**src/rtl/xdp_pkg.sv**
```systemverilog
package xdp_pkg;
    // Shared widths, index constants and the mode encoding of the external data port.
    localparam int unsigned DW        = 8;
    localparam int unsigned VSW       = 2;
    localparam logic [DW-1:0] PIDX_EXT  = 8'h6E;
    localparam logic [DW-1:0] PIDX_WIN  = 8'h6F;
    localparam logic [DW-1:0] XIDX_DATA = 8'h0A;
    localparam logic [DW-1:0] XIDX_CTRL = 8'h0B;
    localparam int unsigned MODE_HI   = 4;
    localparam int unsigned MODE_LO   = 3;

    typedef enum logic [1:0] {
        XDP_SCRATCH = 2'b00,
        XDP_RDPORT  = 2'b01,
        XDP_WRLATCH = 2'b10,
        XDP_RSVD    = 2'b11
    } xdp_mode_e;
endpackage

```
**src/rtl/xdp_decode.sv**
```systemverilog
// xdp_decode: holds the primary and extended index registers and flags which
// register the data window currently addresses.
// Assumes io_wr is a single-cycle-or-longer level; one write per cycle is applied.
module xdp_decode
    import xdp_pkg::*;
(
    input  logic          clk,
    input  logic          rst_n,
    input  logic          io_a0,
    input  logic          io_wr,
    input  logic [DW-1:0] wdata,
    output logic [DW-1:0] pidx_q,
    output logic [DW-1:0] xidx_q,
    output logic          at_ext,
    output logic          at_data,
    output logic          at_ctrl
);
    // Decode of the current index pair.
    always_comb begin
        at_ext  = (pidx_q == PIDX_EXT);
        at_data = (pidx_q == PIDX_WIN) && (xidx_q == XIDX_DATA);
        at_ctrl = (pidx_q == PIDX_WIN) && (xidx_q == XIDX_CTRL);
    end

    // Primary index load from the index address.
    always_ff @(posedge clk) begin
        if (!rst_n)                 pidx_q <= '0;
        else if (io_wr && !io_a0)   pidx_q <= wdata;
    end

    // Extended index load through the 6Eh data window.
    always_ff @(posedge clk) begin
        if (!rst_n)                          xidx_q <= '0;
        else if (io_wr && io_a0 && at_ext)   xidx_q <= wdata;
    end
endmodule

```
**src/rtl/xdp_sync.sv**
```systemverilog
// xdp_sync: multi-stage synchronizer for asynchronous sense pins.
// Assumes the pins are quasi-static; no glitch filtering is done.
module xdp_sync #(
    parameter int unsigned WIDTH  = 4,
    parameter int unsigned STAGES = 2
) (
    input  logic             clk,
    input  logic             rst_n,
    input  logic [WIDTH-1:0] d,
    output logic [WIDTH-1:0] q
);
    logic [WIDTH-1:0] stg [STAGES];

    // First stage samples the raw pins.
    always_ff @(posedge clk) begin
        if (!rst_n) stg[0] <= '0;
        else        stg[0] <= d;
    end

    for (genvar g = 1; g < STAGES; g++) begin : g_stage
        // Each later stage re-samples its predecessor.
        always_ff @(posedge clk) begin
            if (!rst_n) stg[g] <= '0;
            else        stg[g] <= stg[g-1];
        end
    end

    assign q = stg[STAGES-1];
endmodule

```
**src/rtl/xdp_core.sv**
```systemverilog
// xdp_core: control register, scratch nibble, latch copy and strobe generation.
// Assumes qualified accesses (data_rd, data_wr, ctrl_wr) are already decoded
// from the index state and never overlap a read with a write.
module xdp_core
    import xdp_pkg::*;
(
    input  logic            clk,
    input  logic            rst_n,
    input  logic            data_rd,
    input  logic            data_wr,
    input  logic            ctrl_wr,
    input  logic [DW-1:0]   wdata,
    input  logic [DW-1:0]   sd_hi_in,
    output logic [DW-1:0]   ctrl_q,
    output logic [DW/2-1:0] scratch_q,
    output logic [DW-1:0]   latch_q,
    output xdp_mode_e       mode,
    output logic            gp_strobe_n
);
    // Mode field taken from the two strobe-enable control bits.
    assign mode = xdp_mode_e'({ctrl_q[MODE_HI], ctrl_q[MODE_LO]});

    // Strobe follows the qualifying host cycle for the active port mode only.
    always_comb begin
        gp_strobe_n = 1'b1;
        if ((mode == XDP_RDPORT  && data_rd) ||
            (mode == XDP_WRLATCH && data_wr))
            gp_strobe_n = 1'b0;
    end

    // Control register storage.
    always_ff @(posedge clk) begin
        if (!rst_n)       ctrl_q <= '0;
        else if (ctrl_wr) ctrl_q <= wdata;
    end

    // Scratch nibble updates on data writes outside write-latch mode.
    always_ff @(posedge clk) begin
        if (!rst_n)
            scratch_q <= '0;
        else if (data_wr && mode != XDP_WRLATCH)
            scratch_q <= wdata[DW-1:DW/2];
    end

    // Latch copy of the high lane captured on a strobed write.
    always_ff @(posedge clk) begin
        if (!rst_n)
            latch_q <= '0;
        else if (data_wr && mode == XDP_WRLATCH)
            latch_q <= sd_hi_in;
    end
endmodule

```
**src/rtl/xdata_port.sv**
```systemverilog
// xdata_port: indexed external data port register slice with three port modes.
// Assumes io_rd and io_wr are never high together; read data is driven only
// while io_rd is high.
module xdata_port
    import xdp_pkg::*;
#(
    parameter int unsigned SYNC_STAGES = 2
) (
    input  logic          clk,
    input  logic          rst_n,
    input  logic          io_a0,
    input  logic          io_rd,
    input  logic          io_wr,
    input  logic [DW-1:0] sd_lo_in,
    input  logic [DW-1:0] sd_hi_in,
    output logic [DW-1:0] sd_lo_out,
    input  logic [1:0]    vs_a_n,
    input  logic [1:0]    vs_b_n,
    output logic          gp_strobe_n
);
    localparam int unsigned SENSEW = 2 * VSW;

    logic [DW-1:0]     pidx_q, xidx_q, ctrl_q, latch_q;
    logic [DW/2-1:0]   scratch_q;
    logic [SENSEW-1:0] sense_q;
    logic              at_ext, at_data, at_ctrl;
    logic              data_rd, data_wr, ctrl_wr;
    xdp_mode_e         mode;

    xdp_decode u_decode (
        .clk     (clk),
        .rst_n   (rst_n),
        .io_a0   (io_a0),
        .io_wr   (io_wr),
        .wdata   (sd_lo_in),
        .pidx_q  (pidx_q),
        .xidx_q  (xidx_q),
        .at_ext  (at_ext),
        .at_data (at_data),
        .at_ctrl (at_ctrl)
    );

    xdp_sync #(.WIDTH(SENSEW), .STAGES(SYNC_STAGES)) u_sync (
        .clk   (clk),
        .rst_n (rst_n),
        .d     ({vs_b_n, vs_a_n}),
        .q     (sense_q)
    );

    // Qualified data-window accesses.
    assign data_rd = io_rd && io_a0 && at_data;
    assign data_wr = io_wr && io_a0 && at_data;
    assign ctrl_wr = io_wr && io_a0 && at_ctrl;

    xdp_core u_core (
        .clk         (clk),
        .rst_n       (rst_n),
        .data_rd     (data_rd),
        .data_wr     (data_wr),
        .ctrl_wr     (ctrl_wr),
        .wdata       (sd_lo_in),
        .sd_hi_in    (sd_hi_in),
        .ctrl_q      (ctrl_q),
        .scratch_q   (scratch_q),
        .latch_q     (latch_q),
        .mode        (mode),
        .gp_strobe_n (gp_strobe_n)
    );

    // Read-back mux for the index address and the data window.
    always_comb begin
        sd_lo_out = '0;
        if (io_rd) begin
            if (!io_a0)       sd_lo_out = pidx_q;
            else if (at_ext)  sd_lo_out = xidx_q;
            else if (at_data) sd_lo_out = (mode == XDP_WRLATCH) ? latch_q
                                                                : {scratch_q, sense_q};
            else if (at_ctrl) sd_lo_out = ctrl_q;
        end
    end
endmodule

```
**config.mk**
```make
export PLATFORM = sky130hd
export DESIGN_NAME = xdata_port
export DESIGN_NICKNAME = d
export VERILOG_FILES = /design/src/rtl/xdp_pkg.sv /design/src/rtl/xdp_decode.sv /design/src/rtl/xdp_sync.sv /design/src/rtl/xdp_core.sv /design/src/rtl/xdata_port.sv
export SDC_FILE = /design/constraint.sdc
export NUM_CORES = 1
export LEC_CHECK = 0
export ABC_AREA = 1
export BUFFER_PORTS_ARGS = -buffer_cell sky130_fd_sc_hd__buf_4
export CORE_MARGIN = 1
export CORE_UTILIZATION = 35
export CTS_CLUSTER_DIAMETER = 150
export DETAILED_ROUTE_END_ITERATION = 16
export GPL_ROUTABILITY_DRIVEN = 0
export PLACE_DENSITY_LB_ADDON = 0.25
export SETUP_SLACK_MARGIN = 0.1
export SYNTH_ARGS = -nofsm -noshare
export SYNTH_HDL_FRONTEND = slang
export SYNTH_SLANG_ARGS = --single-unit
```
**constraint.sdc**
```tcl
create_clock -name clk -period 1.5 [get_ports clk]
set_clock_uncertainty 0.1 [all_clocks]
set_input_delay 0.075 -clock clk [delete_from_list [all_inputs] [get_ports clk]]
set_output_delay 0.075 -clock clk [all_outputs]
set_load 0.02 [all_outputs]
```
# Word level (Yosys, flattened, before mapping)
# Memories as Yosys holds them, arrays and structs flattened.
# Index checks and enable logic that the tools add are counted.
# Widths: inputs -> output; s select.
[totals]
wordCells = 40
register_bits = 36
ram_bits = 8
input_bits = 25
out_inout_bits = 9
mem_count = 1
[mem_list]
columns = ["name", "depth", "width", "rd", "rd_ports_with_merged_regs", "wr", "line", "source"]
rows = [
  ["u_sync.stg", 2, 4, 2, 0, 2, "xdp_sync.sv:12", "logic [WIDTH-1:0] stg [STAGES];"],
]
[op_classes]
reduce_logical = 14
eq_ne = 7
n_mux = 11
n_bitwise = 2
[ops]
columns = ["op", "n"]
rows = [
  ["$mux 8", 6],
  ["$eq 8x4->1 const B", 2],
  ["$eq 8x7->1 const B", 2],
  ["$logic_and 1x1->1", 12],
  ["$mux 4", 2],
  ["$mux 1", 3],
  ["$eq 2x1->1 const B", 1],
  ["$eq 2x2->1 const B", 1],
  ["$ne 2x2->1 const B", 1],
  ["$or 1x1->1", 2],
  ["$logic_not 1->1", 1],
  ["$logic_or 1x1->1", 1],
]

# Logic depth before layout (Yosys ltp)
[logic_depth]
ltp_word = 7
depth_mapped = 9
ltp_nobuf = 8

# Hierarchy
# From an unflattened synthesis, not the netlist that was laid out.
[unflattened]
hier_cells = 341
area_unflattened_um2 = 2299.7
[modules_own_cells]
columns = ["mod", "n_inst", "cells_per_inst", "seq_area_each_um2", "area_each_um2"]
rows = [
  ["xdp_core", 1, 114, 400.4, 824.5],
  ["xdp_decode", 1, 114, 320.3, 805.8],
  ["xdata_port", 1, 88, 0.0, 444.2],
  ["xdp_sync", 1, 25, 160.2, 225.2],
]

# Worst setup path before layout
# Ideal clock, no wire load.
[synth_timing]
path_type = "reg2out"
startpoint = "reg u_decode.pidx_q[4]"
endpoint = "out sd_lo_out[0]"
path_slack_ps = 64
required_time_ps = 1325
path_buffers = 1
stages_incl_launch_ff = 9
arrival_time_ps = 1261
cell_sequence = "dfxtp_1 > nor2_1 > nand2_2 > nor2_8 > buf_2 > nand3_1 > nand2_1 > o21ai_0 > inv_1"
[synth_between]
elab_chain_cells = 7
elab_cells_between_ends = 9
cone_classes = "eq/ne (2); mux (5); reduce/logical (2)"
[synth_rtl]
columns = ["element", "line", "source"]
rows = [
  ["start: declaration", "xdp_decode.sv:12", "output logic [DW-1:0] pidx_q,"],
  ["start signal: assignment", "xdp_decode.sv:28", "else if (io_wr && !io_a0) pidx_q <= wdata;"],
  ["$eq 8x7->1", "xdp_decode.sv:21, xdp_decode.sv:22", ""],
  ["$logic_and 1x1->1", "xdp_decode.sv:22", "at_ctrl = (pidx_q == PIDX_WIN) && (xidx_q == XIDX_CTRL);"],
  ["$mux 8", "xdata_port.sv:78", "else if (at_ctrl) sd_lo_out = ctrl_q;"],
  ["$mux 8", "xdata_port.sv:76", "else if (at_data) sd_lo_out = (mode == XDP_WRLATCH) ? latch_q"],
  ["$mux 8 (*)", "xdata_port.sv:75", "else if (at_ext) sd_lo_out = xidx_q;"],
  ["$mux 8 (*)", "xdata_port.sv:74", "if (!io_a0) sd_lo_out = pidx_q;"],
  ["$mux 8 (*)", "xdata_port.sv:73", "if (io_rd) begin"],
  ["end: declaration", "xdata_port.sv:16", "output logic [DW-1:0] sd_lo_out,"],
]
# Every way passes the cells marked *; elsewhere a longest branch is shown, timed or not.

# Worst setup path after layout
[layout_timing]
startpoint = "reg u_decode.pidx_q[4]"
endpoint = "out sd_lo_out[1]"
# Same word-level chain as after synthesis.

==> results.sh <==
export IMPL_status="finished with violations"
export IMPL_failed_checks="negative setup slack"
export IMPL_relSlewSlack_pct=70.8
export IMPL_num_rows=28
export IMPL_cp_start_kind="register"
export IMPL_vias=2409
export IMPL_clock_latency_ns=0.30
export IMPL_cp_cell_sequence="nor2_2, nand2_2, nor2_8, buf_12, buf_12, nand3_2, nand2_2, o21ai_1, inv_1, buf_6"
export IMPL_gr_usage_all_layers_pct=21.1
export IMPL_die_area_sq_um=6570
export IMPL_vdd_drop_max_uv=555
export IMPL_rr_endpoint="u_core.scratch_q[0]"
export IMPL_final_cell_mix="nor2_1, buf_4, nand2_1, inv_1, dfxtp_1"
export IMPL_syn_area_per_cell_sq_um=6.56
export IMPL_crit_path_end_kind="primary output"
export IMPL_multiInputGateArea_sq_um=1350
export IMPL_slew_violations=0
export IMPL_antenna_left=0
export IMPL_final_nets=457
export IMPL_setup_ws_ns=-0.359
export IMPL_die_y_um=81.0
export IMPL_rsz0062_at_grt="yes"
export IMPL_htree_levels=2
export IMPL_worst_slew_pin_slew_ns=0.438
export IMPL_placeableCoreArea_sq_um=5960
export IMPL_endpoint="sd_lo_out[1]"
export IMPL_drt_iter0_drc=100
export IMPL_final_common_cell="nor2_1"
export IMPL_tritoncts="yes"
export IMPL_clock_sinks=44
export IMPL_synthCells=333
export IMPL_drive_gt1_share_pct=40.9
export IMPL_reg2reg_depth=11
export IMPL_syn_to_final_growth_pct=67.9
export IMPL_min_period_over_period_pct=124
export IMPL_final_cell_count_no_fill=508
export IMPL_netlist_top_cells_area="dfxtp_1, nand2_1, nor2_1"
export IMPL_clock_path_buffers=2
export IMPL_startpoint="u_decode.pidx_q[4]"
export IMPL_wl_per_cell_um=13.2
export IMPL_gr_total_overflow=0
export IMPL_max_stage_delay_ns=0.33
export IMPL_critPathTopFamily="simple AND/OR/NAND/NOR gates"
export IMPL_setup_violations=29
export IMPL_final_seq_area_sq_um=893
export IMPL_p_per_area_nw_per_um2=672
export IMPL_synth_seq_cells=44
export IMPL_maxCapViolCount=0
export IMPL_holdPathStages=3
export IMPL_syn_area_sq_um=2190
export IMPL_antenna_found_initial=0
export IMPL_critPathRequiredTime_ns=1.32
export IMPL_dp_cells=462
export IMPL_yosysWarnings=0
export IMPL_cts_buffers=5
export IMPL_clk_pin_slew_ns=0.09
export IMPL_grt_max_degree=40
export IMPL_critical_path_slowest_cell="dfxtp_2"
export IMPL_fin_area_sq_um=3670
export IMPL_critPathMaxFanout=6
export IMPL_route_detailed_drc=0
export IMPL_drt_wl_total_um=6730
export IMPL_grt_pass1_vias=2215
export IMPL_place_area_sq_um=2730
export IMPL_ys_seq_area_share_pct=40.3
export IMPL_setup_tns_ns=-5.90
export IMPL_dr_pass1_iters=4
export IMPL_hpwl_um=4130
export IMPL_period_minus_slack_ns=1.86
export IMPL_grt_pass1_wl_um=10400
export IMPL_chipWidth_um=81.0
export IMPL_reg2reg_setup_slack_ns=-0.21
export IMPL_diodes=0
export IMPL_p_leak_nw=1.73
export IMPL_worst_path_buf_inv=4
export IMPL_num_io_pins=34
export IMPL_hp_class="in2reg"
export IMPL_fmax_mhz=538
export IMPL_yosysTopAreaCell="dfxtp_1"
export IMPL_port_buffers=33
export IMPL_crit_arrival_ns=1.68
export IMPL_clock_root_buffer="clkbuf_8"
export IMPL_worstSetupPathDepth=10
export IMPL_vias_per_cell=4.74
export IMPL_syn_nets=358
export IMPL_reg2reg_from="u_decode.pidx_q[4]"
export IMPL_start_util_pct=36.7
export IMPL_fill_cells=513
export IMPL_synth_top_cell_area_share_pct=40.3
export IMPL_hold_violations=0
export IMPL_synth_cell_types=20
export IMPL_worst_setup_path_type="reg2out"
[cell type report]
class                      count  share of cell area, %
clock inverter                 3                   1.26
sequential                    44                   24.3
inverter                      49                   5.08
tap                           75                   2.56
timing repair buffer         104                   28.1
multi-input combinational    228                   36.8
clock buffer                   5                   1.88
[report_power, final]
group          internal, mW  leakage, nW  switching, mW  total, mW
combinational         0.151         1.32          0.156      0.307
clock                 0.502       0.0548          0.453      0.955
sequential             1.19        0.362         0.0110       1.20
total                  1.85         1.73          0.620       2.47
[worst min-delay path, stage by stage]
cell and delay (ns):
buf_4 0.25, nand2_1 0.10, inv_1 0.03
[flip-flops by register name (all words and copies together) (netlist names)]
register,cells
u_decode.xidx_q,8
u_core.latch_q,8
u_core.ctrl_q,8
u_sync.stg,8
u_decode.pidx_q,8
u_core.scratch_q,4
[how the worst min path moves through the flow]
stage	from	slack (ns)	end
floorplan	vs_a_n[0]	0.07	u_sync.stg[0][0]
global placement	vs_a_n[0]	0.16	u_sync.stg[0][0]
detailed placement	vs_b_n[0]	0.16	u_sync.stg[0][2]
CTS	rst_n	0.06	u_sync.stg[0][2]
global route	rst_n	0.12	u_sync.stg[0][3]
finish	rst_n	0.09	u_sync.stg[0][1]
[routing by layer]
| layer | share of wire [%] | routed length (um) | GRT usage (%) |
|---|---|---|---|
| met4 | 1.7 | 111 | 10.0 |
| met2 | 52 | 3490 | 35.5 |
| met3 | 3.3 | 219 | 2.81 |
| met1 | 43 | 2910 | 26.6 |
| met5 | 0 | 0 | 0 |
[cell usage after synthesis (all sizes together)]
| cell type | number |
|---|---|
| o21a | 1 |
| nand3 | 27 |
| a21oi | 16 |
| nand4 | 10 |
| buf | 9 |
| dfxtp | 44 |
| nor2 | 64 |
| inv | 49 |
| clkbuf | 4 |
| o21ai | 32 |
| nand2 | 77 |
[through the flow]
| stage | util [%] | power (mW) | worst slack, ns | hold slack (ns) |
|---|---|---|---|---|
| after detailed placement | 45.9 | 1.46 | -0.0819 | 0.160 |
| after global routing | 61.6 | 2.56 | -0.431 | 0.119 |
| after global placement | 45.9 | 1.46 | -0.128 | 0.161 |
| after CTS | 56.7 | 2.47 | -0.306 | 0.0591 |
| after floorplan | - | 1.34 | 0.0988 | 0.0726 |
| final | 61.6 | 2.47 | -0.359 | 0.0919 |
[what timing repair did]
item / in CTS / in global routing
gates resized for setup: 57 / 82
endpoints found under the hold margin: 38 / 0
endpoints found under the setup margin: 29 / 37
cloned: 2 / 1
hold buffers: 20 / 0
pin swaps: 23 / 33
buffers inserted: 13 / 4
[cell families after synthesis]
kind of cell / share of synthesized area [%]
and+or+nand+nor: 36.5
buffers and inverters: 11.8
AOI/OAI and AO/OA: 11.3
DFF: 40.3
Note: power is estimated with default switching activity, not from simulation.
